### src/rtl/psram_wr_pkg.sv
package psram_wr_pkg;

   typedef enum logic [2:0] {
      ST_IDLE,
      ST_CMD,
      ST_LAT,
      ST_DATA,
      ST_GAP
   } wr_state_e;

   function automatic int ceil_div(input int num, input int den);
      return (num + den - 1) / den;
   endfunction

   function automatic int max2(input int a, input int b);
      return (a > b) ? a : b;
   endfunction

endpackage

### src/rtl/psram_wr_seq.sv
module psram_wr_seq
   import psram_wr_pkg::*;
#(
   parameter int LATENCY   = 5,
   parameter int BURST_LEN = 4,
   parameter int GAP_CYC   = 1
) (
   input  logic                         clk,
   input  logic                         rst_n,
   input  logic                         req_fire,
   input  logic                         abort,
   output wr_state_e                    state,
   output logic [$clog2(BURST_LEN)-1:0] beat_idx
);

   localparam int BW = $clog2(BURST_LEN);
   localparam int CW = $clog2(max2(max2(LATENCY, BURST_LEN), GAP_CYC) + 1);

   logic [CW-1:0] cnt;

   always_ff @(posedge clk) begin
      if (!rst_n) begin
         state <= ST_IDLE;
         cnt   <= '0;
      end else begin
         case (state)
            ST_IDLE: begin
               cnt <= '0;
               if (req_fire) state <= ST_CMD;
            end
            ST_CMD: begin
               if (abort) begin
                  state <= ST_GAP;
                  cnt   <= '0;
               end else if (LATENCY > 1) begin
                  state <= ST_LAT;
                  cnt   <= CW'(1);
               end else begin
                  state <= ST_DATA;
                  cnt   <= '0;
               end
            end
            ST_LAT: begin
               if (abort) begin
                  state <= ST_GAP;
                  cnt   <= '0;
               end else if (cnt == CW'(LATENCY - 1)) begin
                  state <= ST_DATA;
                  cnt   <= '0;
               end else begin
                  cnt <= cnt + 1'b1;
               end
            end
            ST_DATA: begin
               if (cnt == CW'(BURST_LEN - 1) || abort) begin
                  state <= ST_GAP;
                  cnt   <= '0;
               end else begin
                  cnt <= cnt + 1'b1;
               end
            end
            ST_GAP: begin
               if (cnt == CW'(GAP_CYC - 1)) begin
                  state <= ST_IDLE;
                  cnt   <= '0;
               end else begin
                  cnt <= cnt + 1'b1;
               end
            end
            default: begin
               state <= ST_IDLE;
               cnt   <= '0;
            end
         endcase
      end
   end

   assign beat_idx = cnt[BW-1:0];

endmodule

### src/rtl/psram_wr_limit.sv
module psram_wr_limit #(
   parameter int MAX_CYC = 250
) (
   input  logic clk,
   input  logic rst_n,
   input  logic cs_low,
   input  logic last_beat,
   output logic abort,
   output logic err
);

   localparam int TW = $clog2(MAX_CYC + 1);

   logic [TW-1:0] low_cnt;

   always_ff @(posedge clk) begin
      if (!rst_n) begin
         low_cnt <= '0;
      end else if (!cs_low) begin
         low_cnt <= '0;
      end else if (low_cnt != TW'(MAX_CYC)) begin
         low_cnt <= low_cnt + 1'b1;
      end
   end

   assign abort = cs_low && (low_cnt == TW'(MAX_CYC - 1)) && !last_beat;

   always_ff @(posedge clk) begin
      if (!rst_n) err <= 1'b0;
      else        err <= abort;
   end

endmodule

### src/rtl/psram_wr_beat.sv
module psram_wr_beat #(
   parameter int ADDR_W    = 22,
   parameter int DATA_W    = 16,
   parameter int BURST_LEN = 4
) (
   input  logic                          clk,
   input  logic                          rst_n,
   input  logic                          req_fire,
   input  logic [ADDR_W-1:0]             req_addr,
   input  logic [BURST_LEN*DATA_W-1:0]   req_data,
   input  logic [BURST_LEN*2-1:0]        req_be,
   input  logic                          in_data,
   input  logic [$clog2(BURST_LEN)-1:0]  beat_idx,
   output logic [ADDR_W-1:0]             mem_addr,
   output logic [DATA_W-1:0]             mem_dq,
   output logic                          mem_ub_n,
   output logic                          mem_lb_n
);

   logic [BURST_LEN*DATA_W-1:0] data_q;
   logic [BURST_LEN*2-1:0]      be_q;
   logic [DATA_W-1:0]           word_a [BURST_LEN];
   logic [1:0]                  be_a   [BURST_LEN];

   always_ff @(posedge clk) begin
      if (!rst_n) begin
         mem_addr <= '0;
         data_q   <= '0;
         be_q     <= '0;
      end else if (req_fire) begin
         mem_addr <= req_addr;
         data_q   <= req_data;
         be_q     <= req_be;
      end
   end

   for (genvar gi = 0; gi < BURST_LEN; gi++) begin : g_slot
      assign word_a[gi] = data_q[gi*DATA_W +: DATA_W];
      assign be_a[gi]   = be_q[gi*2 +: 2];
   end

   assign mem_dq   = in_data ? word_a[beat_idx] : '0;
   assign mem_lb_n = !(in_data && be_a[beat_idx][0]);
   assign mem_ub_n = !(in_data && be_a[beat_idx][1]);

endmodule

### src/rtl/psram_wr_ctrl.sv
module psram_wr_ctrl
   import psram_wr_pkg::*;
#(
   parameter int ADDR_W        = 22,
   parameter int DATA_W        = 16,
   parameter int BURST_LEN     = 4,
   parameter int LATENCY       = 5,
   parameter int CLK_PERIOD_PS = 10000,
   parameter int MAX_BURST_PS  = 2500000,
   parameter int MIN_GAP_PS    = 5000
) (
   input  logic                        clk,
   input  logic                        rst_n,
   input  logic                        req_valid,
   output logic                        req_ready,
   input  logic [ADDR_W-1:0]           req_addr,
   input  logic [BURST_LEN*DATA_W-1:0] req_data,
   input  logic [BURST_LEN*2-1:0]      req_be,
   output logic                        mem_cs_n,
   output logic                        mem_adv_n,
   output logic                        mem_we_n,
   output logic                        mem_oe_n,
   output logic                        mem_ub_n,
   output logic                        mem_lb_n,
   output logic [ADDR_W-1:0]           mem_addr,
   output logic [DATA_W-1:0]           mem_dq,
   output logic                        mem_dq_oe,
   output logic                        burst_err
);

   localparam int BW        = $clog2(BURST_LEN);
   localparam int MAX_CYC   = MAX_BURST_PS / CLK_PERIOD_PS;
   localparam int GAP_CYC   = max2(1, ceil_div(MIN_GAP_PS, CLK_PERIOD_PS));
   localparam int BURST_CYC = LATENCY + BURST_LEN;

   if (LATENCY < 1) begin : g_bad_lat
      $error("psram_wr_ctrl: LATENCY must be at least 1");
   end
   if (BURST_LEN < 2 || (1 << BW) != BURST_LEN) begin : g_bad_len
      $error("psram_wr_ctrl: BURST_LEN must be a power of two, at least 2");
   end
   if (DATA_W < 2 || (DATA_W % 2) != 0) begin : g_bad_width
      $error("psram_wr_ctrl: DATA_W must be an even number of bits");
   end
   if (CLK_PERIOD_PS < 1 || MAX_CYC < 2) begin : g_bad_limit
      $error("psram_wr_ctrl: burst limit shorter than two clocks");
   end
   if (MAX_CYC < BURST_CYC) begin : g_short_limit
      $warning("psram_wr_ctrl: every burst will be cut at the time limit");
   end

   wr_state_e         state;
   logic [BW-1:0]     beat_idx;
   logic              req_fire;
   logic              cs_low;
   logic              in_data;
   logic              last_beat;
   logic              abort;

   assign req_ready = (state == ST_IDLE);
   assign req_fire  = req_valid && req_ready;
   assign cs_low    = (state == ST_CMD) || (state == ST_LAT) || (state == ST_DATA);
   assign in_data   = (state == ST_DATA);
   assign last_beat = in_data && (beat_idx == BW'(BURST_LEN - 1));

   psram_wr_seq #(
      .LATENCY   (LATENCY),
      .BURST_LEN (BURST_LEN),
      .GAP_CYC   (GAP_CYC)
   ) u_seq (
      .clk      (clk),
      .rst_n    (rst_n),
      .req_fire (req_fire),
      .abort    (abort),
      .state    (state),
      .beat_idx (beat_idx)
   );

   psram_wr_limit #(
      .MAX_CYC (MAX_CYC)
   ) u_limit (
      .clk       (clk),
      .rst_n     (rst_n),
      .cs_low    (cs_low),
      .last_beat (last_beat),
      .abort     (abort),
      .err       (burst_err)
   );

   psram_wr_beat #(
      .ADDR_W    (ADDR_W),
      .DATA_W    (DATA_W),
      .BURST_LEN (BURST_LEN)
   ) u_beat (
      .clk      (clk),
      .rst_n    (rst_n),
      .req_fire (req_fire),
      .req_addr (req_addr),
      .req_data (req_data),
      .req_be   (req_be),
      .in_data  (in_data),
      .beat_idx (beat_idx),
      .mem_addr (mem_addr),
      .mem_dq   (mem_dq),
      .mem_ub_n (mem_ub_n),
      .mem_lb_n (mem_lb_n)
   );

   assign mem_cs_n  = !cs_low;
   assign mem_adv_n = (state != ST_CMD);
   assign mem_we_n  = !cs_low;
   assign mem_oe_n  = 1'b1;
   assign mem_dq_oe = in_data;

endmodule

### config.mk
export PLATFORM = sky130hd
export DESIGN_NAME = psram_wr_ctrl
export DESIGN_NICKNAME = d
export VERILOG_FILES = /design/src/rtl/psram_wr_pkg.sv /design/src/rtl/psram_wr_seq.sv /design/src/rtl/psram_wr_limit.sv /design/src/rtl/psram_wr_beat.sv /design/src/rtl/psram_wr_ctrl.sv
export SDC_FILE = /design/constraint.sdc
export NUM_CORES = 1
export LEC_CHECK = 0
export BUFFER_PORTS_ARGS = -buffer_cell sky130_fd_sc_hd__buf_2
export CAP_MARGIN = 5
export CORE_MARGIN = 4
export CORE_UTILIZATION = 52
export DETAILED_ROUTE_END_ITERATION = 10
export PLACE_DENSITY_LB_ADDON = 0.12
export REMOVE_ABC_BUFFERS = 1
export SETUP_SLACK_MARGIN = 0.02
export SYNTH_ARGS = -nofsm -noshare
export SYNTH_HDL_FRONTEND = slang
export SYNTH_HIERARCHICAL = 1
export SYNTH_SLANG_ARGS = --single-unit
### constraint.sdc
create_clock -name clk -period 2.5 [get_ports clk]
set_input_delay 0.125 -clock clk [delete_from_list [all_inputs] [get_ports clk]]
set_output_delay 0.125 -clock clk [all_outputs]
set_load 0.005 [all_outputs]
==> impl_metrics.yaml, run 1 <==
setup_path:
  reg2reg_slack_ns: 0.36
  worstPathArrival_ns: 2.44
  startpoint_type: "register"
  cp-end-kind: "register"
  r2r_end: "u_seq/state[0]$_SDFFE_PN0P_"
  worstSetupPathType: "reg2reg"
  critPathLaunch: "u_seq/state[2]$_SDFFE_PN0P_"
  cp_max_fo: 11
  critPathCapture: "u_seq/state[0]$_SDFFE_PN0P_"
  r2r_start: "u_seq/state[2]$_SDFFE_PN0P_"
  required_ns: 2.80
  r2r_cells: 6
synthesis:
  yosys-mux-area-fraction_pct: 26.04
  synth-simple-area-share_pct: 16.66
  synth_compound_area_share_pct: 5.113
  synthFlopType: "dfxtp_1"
  synthXorXnorAreaFrac_pct: 0.6984
  async_flop_share_pct: 0
  yosysUniqueCellTypes: 43
  avgSynthCellArea_um2: 10.86
  syn_inst: 462
  synthAdderAreaFrac_pct: 1.497
  synth_top_family_by_area: "multiplexers"
  synth_edf_count: 0
  ys_ff_latch: 109
  netlist_area_um2: 5016
  synth_warnings: 6
  yosysSeqAreaShare_pct: 43.50
pwr:
  p_int_uw: 3033
  peakVddDrop_v: 0.0003835
  switchingPower_uw: 1375
  p_comb_share_pct: 29.0
  switching_share_pct: 31.19
  power_frac_seq_pct: 48.9
  power.total_uw: 4407
  leakage_uw: 0.002420
  pwr-share-clk_pct: 22.0
  power_density_nw_per_um2: 750.9
flow_run:
  cap_violations: 0
global_routing:
  grt_overflow: 0
  grt_pass1_wl_um: 16650
  grt_pass1_vias: 3571
  grt_max_degree: 58
  grtUsageTotal_pct: 18.14
  antenna_found_initial: 0
die:
  ios: 144
  row_count: 35
  core_area_um2: 9328
  die_area_um2: 11280
  start_util_pct: 53.78
  die_height_um: 106.2
  die_w_um: 106.2
place:
  hpwl_um: 7579
  post-place-ws_ns: 0.4364
  gp_congestion: 0.7664
  io_buffers: 142
clocking:
  cts_tree: "done"
  clkLatencyLatePin_ns: 0.36
  cts_root_buffer: "clkbuf_8"
  cts.path.max_buffers: 2
  cts.sinks: 109
  numCtsBuffers: 9
  cts_max_level: 3
  post-cts-setup-buffers: 0
  clkTransAtPathRegs_ns: 0.11
layout:
  syn_to_final_growth_pct: 17.01
  seq_area_um2: 2183
  fillCellCount: 823
  diodes: 0
  post_route_cells_drive_above_1_share_pct: 29.41
  utilization_pct: 62.92
  multi_input_area_um2: 2516
  nNetsFinal: 693
sta:
  timing.final.ws_setup_ns: 0.3585
  rsz0062_at_grt: "no"
  fin_crit_sh_pct: 85.66
  fin_skew_ns: 0.01249
  finalSetupViolations: 0
  finalCriticalPeriod_ns: 2.142
  hold_viol_final: 0
  fmax_mhz: 467.0
  final_max_slew_viol_count: 0
route:
  drc: 0
  vias: 3578
  drtAntennaViolNets: 0
  wirelength_um: 10340
  vias_per_cell: 4.942
  drt_iter0_markers: 100
  avgRoutedWirePerCell_um: 14.28
  dr.pass1.iters: 4
status:
  outcome: "finished, final reports clean"
hold_path:
  hp-class: "in2reg"
  min_path_cells: 3
[cells by family after synthesis]
logic type               Yosys count
multiplexers                     128
other                              1
AND/OR/NAND/NOR                  138
flip-flops                       109
adder cells (fa/ha/maj)            6
XOR/XNOR                           4
buffers and inverters             40
AO/OA/AOI/OAI                     36
[how the worst min path moves through the flow]
stage	from	end	slack [ns]
detailed placement	req_data[31]	u_beat/data_q[31]$_SDFFE_PN0P_	0.39
floorplan	rst_n	u_seq/state[2]$_SDFFE_PN0P_	0.24
global route	req_addr[21]	u_beat/mem_addr[21]$_SDFFE_PN0P_	0.005
finish	req_addr[11]	u_beat/mem_addr[11]$_SDFFE_PN0P_	0.01
global placement	req_addr[18]	u_beat/mem_addr[18]$_SDFFE_PN0P_	0.38
CTS	req_data[9]	u_beat/data_q[9]$_SDFFE_PN0P_	0.005
[cells in the mapped netlist, types with 2 or more instances]
library cell | count | area, um2
mux2i_1 | 126 | 1261
dfxtp_1 | 109 | 2182
nor2b_1 | 94 | 588.1
o22ai_1 | 16 | 100.1
buf_4 | 12 | 90.09
clkbuf_1 | 9 | 33.78
nor2_1 | 9 | 33.78
nand2_1 | 8 | 30.03
buf_12 | 7 | 140.1
a21oi_1 | 6 | 30.03
ha_1 | 6 | 75.07
inv_1 | 6 | 22.52
nor3_1 | 6 | 30.03
nand3_1 | 5 | 25.02
o21ai_0 | 5 | 25.02
buf_2 | 3 | 15.01
o21a_1 | 3 | 22.52
or3_1 | 3 | 18.77
and3b_1 | 2 | 17.52
mux4_2 | 2 | 45.04
xnor2_1 | 2 | 17.52
xor2_1 | 2 | 17.52
[repair_timing]
| item | 4_1_cts | 5_1_grt |
|---|---|---|
| hold buffers | 0 | 0 |
| hold endpoints to repair | 0 | 0 |
| setup endpoints to repair | 0 | 7 |
| gates resized for setup | 0 | 1 |
[registers in the layout, summed over array words and instances (netlist names)]
signal	cells
u_beat/data_q	64
u_beat/mem_addr	22
u_beat/be_q	8
u_limit/low_cnt	8
u_seq/cnt	3
u_seq/state	3
u_limit/err	1
[area by class of cell]
cell class	instances	share of cell area, %
repair buffers	150	13.77
flip-flops and latches	109	37.20
clock buffers	11	2.238
clock inverters	5	0.7248
well taps	129	2.750
inverters	7	0.4477
multi-input cells	313	42.87
[layout by cell type, fill, tap and decap left out, drive strengths merged, types with 2 or more instances in the layout]
master and count:
or3 3, clkbuf 11, o21a 3, mux4 2, buf 150, nor3 6
nor2 9, nand3 5, a21oi 6, and3b 2, nand4 2, mux2i 126
xnor2 2, o22ai 16, clkinv 2, o21ai 5, nand2 8, inv 9
xor2 2, and2 2, ha 6, dfxtp 109, nor2b 94
[worst max-delay path, cell delays in order (launching register included)]
cell and delay (ns):
dfxtp_1 0.54, and3b_1 0.29, and3_1 0.20, nor3_1 0.37
nor2_1 0.14, a31oi_2 0.32, o2111a_1 0.22
[metrics by stage]
stage / area, um2 / hold slack (ns) / setup TNS (ns) / instances
2_1_floorplan: 4721 / 0.2425 / -36.66 / 429
3_3_place_gp: 5693 / 0.3810 / 0 / 708
6_report: 5869 / 0.01274 / 0 / 724
4_1_cts: 5867 / 0.005173 / 0 / 724
3_5_place_dp: 5693 / 0.3908 / 0 / 708
5_1_grt: 5869 / 0.005193 / 0 / 724
[power groups by stage]
stage	combinational, uW	clock [uW]	sequential [uW]
floorplan	944	0	2160
global placement	1260	0	2180
detailed placement	1300	0	2190
CTS	1300	996	2160
global route	1410	1070	2190
finish	1280	971	2160
[per-layer routing]
metal | vias to the layer above | track usage (%) | wire length [um]
li1 | 1839 | - | -
met5 | - | 0 | 0
met2 | 103 | 30.86 | 4940
met3 | 8 | 5.100 | 723
met4 | 0 | 4.718 | 72
met1 | 1628 | 22.61 | 4603
No activity file was read; power rests on OpenSTA's default activity.
==> run 2, diff against run 1 <==
--- a/config.mk
+++ b/config.mk
@@ -10,6 +10,7 @@
 export CORE_MARGIN = 4
 export CORE_UTILIZATION = 52
 export DETAILED_ROUTE_END_ITERATION = 10
+export GPL_TIMING_DRIVEN = 0
 export PLACE_DENSITY_LB_ADDON = 0.12
 export REMOVE_ABC_BUFFERS = 1
 export SETUP_SLACK_MARGIN = 0.02
==> impl_metrics.yaml, run 2 (synthesis gave the netlist of run 1 again) <==
sta:
  finalCriticalPeriod_ns: 2.310
  fmax_mhz: 433.0
  finalSetupViolations: 0
  relSlewSlack_pct: 48.59
  finalSetupTns_ns: 0
  fin_crit_sh_pct: 92.39
  final_max_slew_viol_count: 0
  hold_viol_final: 0
  worst_pin_slew_ns: 0.7711
  fin_skew_ns: 0.009058
  timing.final.ws_setup_ns: 0.1903
  rsz0062_at_grt: "no"
layout:
  post_route_cells_drive_above_1_share_pct: 28.93
  syn_to_final_growth_pct: 16.69
  utilization_pct: 62.75
  nNetsFinal: 690
  diodes: 0
  most-common-layout-cells: "buf_2 (141), mux2i_1 (126), dfxtp_1 (108), nor2b_1 (94), o22ai_1 (16)"
  largest_register: "u_beat/data_q"
  top_regs: "u_beat/data_q: 64 flops, u_beat/mem_addr: 22 flops"
  final_common_cell: "buf_2"
  largest_reg_flops: 64
clocking:
  cts_root_buffer: "clkbuf_8"
  cts_tree: "done"
  cts.sinks: 109
  clkLatencyLatePin_ns: 0.35
  numCtsBuffers: 9
  cts_max_level: 3
  cts.path.max_buffers: 2
  clkTransAtPathRegs_ns: 0.10
hold_path:
  min_from: "req_data[22]"
  hp-class: "in2reg"
setup_path:
  required_ns: 2.38
  cp_max_fo: 16
  crit_chain: "and3b_1, nand2b_2, o22ai_1, buf_2"
  critPathLaunch: "u_seq/state[0]$_SDFFE_PN0P_"
  cp-end-kind: "primary output"
  cpPeakStageDelay_ns: 0.61
  r2r_start: "u_seq/state[2]$_SDFFE_PN0P_"
  slowest_stage: "dfxtp_1"
  startpoint_type: "register"
  worstPathArrival_ns: 2.18
  worstSetupPathType: "reg2out"
place:
  gp_congestion: 0.7747
  io_buffers: 142
  hpwl_um: 6979
  post-place-ws_ns: 0.2066
route:
  drtAntennaViolNets: 0
  m1WireLength_um: 4695
  vias: 3592
  dr.pass1.iters: 4
  vias_per_cell: 4.989
  avgRoutedWirePerCell_um: 14.45
  topRoutingLayerUsed: "met4"
  wl_met2_um: 4763
  wirelength_um: 10410
  drc: 0
  wl_met3_um: 760
  drt_iter0_markers: 115
pwr:
  power_density_nw_per_um2: 748.0
  p_comb_share_pct: 28.6
  peakVddDrop_v: 0.0003542
  leakage_uw: 0.002403
  power_frac_seq_pct: 49.4
  power.total_uw: 4378
  pwr-share-clk_pct: 22.1
  p_int_uw: 3028
  switchingPower_uw: 1351
  switching_share_pct: 30.85
global_routing:
  grtUsageTotal_pct: 17.99
  grt_pass1_wl_um: 16610
  grt_overflow: 0
  grt_max_degree: 102
  antenna_found_initial: 0
  grt_pass1_vias: 3639
die:
  die_area_um2: 11280
  core_area_um2: 9328
  row_count: 35
  die_w_um: 106.2
  start_util_pct: 53.78
  die_height_um: 106.2
  ios: 144
flow_run:
  cap_violations: 0
status:
  outcome: "finished, final reports clean"
-- run 2: cell count changes in the layout (fill, tap and decap cells not counted) --
cell and change:
buf_2 -1, buf_16 +1, and2_2 +1, clkbuf_1 -1, nand2b_2 +1, nand2b_1 -1, clkbuf_8 +1, inv_6 -1
buf_4 -4, dlygate4sd3_1 +2, buf_12 -2
-- run 2: critical path, delay by kind of cell, from the launching register on --
family	cells	cell delay (ns)
AO/OA/AOI/OAI	1	0.32
buffers and inverters	1	0.16
flip-flops	1	0.61
AND/OR/NAND/NOR	2	0.73
-- run 2: worst paths after layout --
check | slack, ns | to | cells past startpoint
setup / recovery | 0.19 | mem_dq[8] | 4
setup reg to reg | 0.31 | u_seq/state[0]$_SDFFE_PN0P_ | 6
hold / removal | 0.02 | u_beat/data_q[22]$_SDFFE_PN0P_ | 3
hold reg to reg | 0.52 | u_limit/low_cnt[7]$_SDFFE_PN0P_ | 2
-- run 2: cell type report --
cell class,count,area [um2]
fill,801,3475
multi-input combinational,314,2526
sequential,109,2183
timing repair buffer,146,780.7
tap,129,161.4
clock buffer,11,141.4
clock inverter,4,33.78
inverter,7,26.28
-- run 2: power groups by stage --
stage               Sequential (uW)  Combinational (uW)  Clock, uW
detailed placement             2200                1250          0
global route                   2200                1380       1080
finish                         2160                1250        966
floorplan                      2160                 944          0
CTS                            2160                1250       1010
global placement               2190                1260          0
-- run 2: repair_timing --
action,CTS,global route
cloned,0,1
hold buffers,2,0
buffers inserted,0,0
endpoints found under the setup margin,12,3
pin swaps,0,1
endpoints found under the hold margin,2,0
gates resized for setup,2,0
-- run 2: layer usage --
layer,up-vias,track usage [%]
li1,1829,-
met1,1647,21.81
met2,102,29.64
met3,14,5.586
met4,0,7.308
met5,-,0
-- run 2: metrics by stage --
stage,hold WS [ns],std cells,area (um2)
6_report,0.01932,720,5853
5_1_grt,0.007449,720,5853
4_1_cts,0.00003814,719,5843
3_5_place_dp,0.3891,702,5643
3_3_place_gp,0.3809,700,5593
2_1_floorplan,0.2425,429,4721
==> run 3, diff against run 2 <==
--- a/config.mk
+++ b/config.mk
@@ -7,7 +7,7 @@
 export LEC_CHECK = 0
 export BUFFER_PORTS_ARGS = -buffer_cell sky130_fd_sc_hd__buf_2
 export CAP_MARGIN = 5
-export CORE_MARGIN = 4
+export CORE_MARGIN = 10
 export CORE_UTILIZATION = 52
 export DETAILED_ROUTE_END_ITERATION = 10
 export GPL_TIMING_DRIVEN = 0
==> impl_metrics.yaml, run 3 (synthesis gave the netlist of run 1 again) <==
layout:
  largest_reg_flops: 64
  diodes: 0
  syn_to_final_growth_pct: 18.21
  utilization_pct: 63.57
  multi_input_area_um2: 2519
  seq_area_um2: 2185
  post_route_cells_drive_above_1_share_pct: 28.86
  nNetsFinal: 695
  largest_register: "u_beat/data_q"
  fillCellCount: 814
  most-common-layout-cells: "buf_2 (141), mux2i_1 (126), dfxtp_1 (107), nor2b_1 (94), o22ai_1 (16)"
  top_regs: "u_beat/data_q: 64 flops, u_beat/mem_addr: 22 flops"
  final_common_cell: "buf_2"
route:
  vias: 3618
  dr.pass1.iters: 4
  drc: 0
  drt_iter0_markers: 129
  drtAntennaViolNets: 0
  wirelength_um: 11370
  avgRoutedWirePerCell_um: 15.68
  vias_per_cell: 4.990
pwr:
  power_density_nw_per_um2: 757.2
  peakVddDrop_v: 0.0003883
  leakage_uw: 0.002438
place:
  gp_congestion: 0.8158
  io_buffers: 142
  post-place-ws_ns: 0.2347
  hpwl_um: 7993
clocking:
  cts_max_level: 3
  clkLatencyLatePin_ns: 0.36
  post-cts-setup-buffers: 0
  cts.sinks: 109
  numCtsBuffers: 9
  cts_root_buffer: "clkbuf_8"
  clkTransAtPathRegs_ns: 0.11
  cts.path.max_buffers: 2
  cts_tree: "done"
setup_path:
  cp_max_fo: 50
  reg2reg_slack_ns: 0.24
  required_ns: 2.75
  r2r_start: "u_seq/state[1]$_SDFFE_PN0P_"
  worstPathArrival_ns: 2.52
  worstSetupPathType: "reg2reg"
  r2r_cells: 5
  cp-end-kind: "register"
  startpoint_type: "register"
  r2r_end: "u_beat/data_q[12]$_SDFFE_PN0P_"
sta:
  hold_viol_final: 0
  timing.final.ws_setup_ns: 0.2366
  finalSetupViolations: 0
  fin_crit_sh_pct: 90.54
  final_max_slew_viol_count: 0
  fmax_mhz: 441.8
  rsz0062_at_grt: "no"
  fin_skew_ns: 0.006984
  hold_ws_ns: 0.01301
  finalCriticalPeriod_ns: 2.263
  finalSetupTns_ns: 0
  relSlewSlack_pct: 45.11
  worst_pin_slew_ns: 0.8234
die:
  row_count: 35
  die_area_um2: 13970
  start_util_pct: 53.78
  die_w_um: 118.2
  core_area_um2: 9328
  die_height_um: 118.2
  ios: 144
global_routing:
  grt_pass1_wl_um: 18610
  grtUsageTotal_pct: 15.90
  grt_overflow: 0
  grt_pass1_vias: 3834
  antenna_found_initial: 1
  grt_max_degree: 102
status:
  outcome: "finished, final reports clean"
hold_path:
  hp-class: "in2reg"
  min_from: "req_data[6]"
  min_to: "u_beat/data_q[6]$_SDFFE_PN0P_"
  min_path_cells: 3
flow_run:
  cap_violations: 0
run 3: timing repair:
action                                  in CTS  in global routing
gates resized for setup                      2                  1
hold buffers                                 8                  0
endpoints found under the setup margin      16                  2
hold endpoints to repair                     8                  0
pin swaps                                    0                  0
run 3: through the flow:
step	instance area [um2]	total power, uW	cells
final	5929	4490	725
after global routing	5929	4774	725
after CTS	5926	4546	725
after detailed placement	5643	3454	702
after global placement	5593	3457	700
after floorplan	4721	3108	429
run 3: worst max-delay path: stages, from the launching register on:
cell	delay, ns
dfxtp_1	0.44
nor3_1	0.28
and2_4	0.72
buf_16	0.35
mux2i_1	0.24
nor2b_1	0.06
run 3: per-layer routing:
layer | vias to the layer above | GRT usage (%) | wire length [um]
met5 | - | 0 | 19
met3 | 11 | 6.235 | 911
met4 | 2 | 4.869 | 87
li1 | 1845 | - | -
met1 | 1658 | 18.24 | 5042
met2 | 102 | 26.67 | 5304
run 3: final cells by class:
class,instances,share of cell area (%)
multi-input cells,313,42.48
flip-flops and latches,109,36.84
repair buffers,152,14.18
well taps,129,2.722
clock buffers,10,2.321
clock inverters,5,1.013
inverters,7,0.4431
run 3: power breakdown:
group	switching, uW	internal (uW)	leakage [uW]
registers	173	1990	0.000895
clock network	588	490	0.0000987
logic	597	655	0.00144
run 3: worst max path at each step:
stage,start,end,slack (ns),depth (start not counted)
2_1_floorplan,u_seq/state[1]$_SDFFE_PN0P_,u_beat/be_q[0]$_SDFFE_PN0P_,-0.39,4
3_3_place_gp,u_seq/state[0]$_SDFFE_PN0P_,u_beat/data_q[30]$_SDFFE_PN0P_,-0.86,4
3_5_place_dp,u_seq/state[0]$_SDFFE_PN0P_,u_beat/data_q[34]$_SDFFE_PN0P_,0.23,5
4_1_cts,u_seq/state[0]$_SDFFE_PN0P_,mem_dq[1],0.16,4
5_1_grt,u_seq/state[1]$_SDFFE_PN0P_,mem_dq[3],0.06,4
6_report,u_seq/state[1]$_SDFFE_PN0P_,u_beat/data_q[12]$_SDFFE_PN0P_,0.24,5
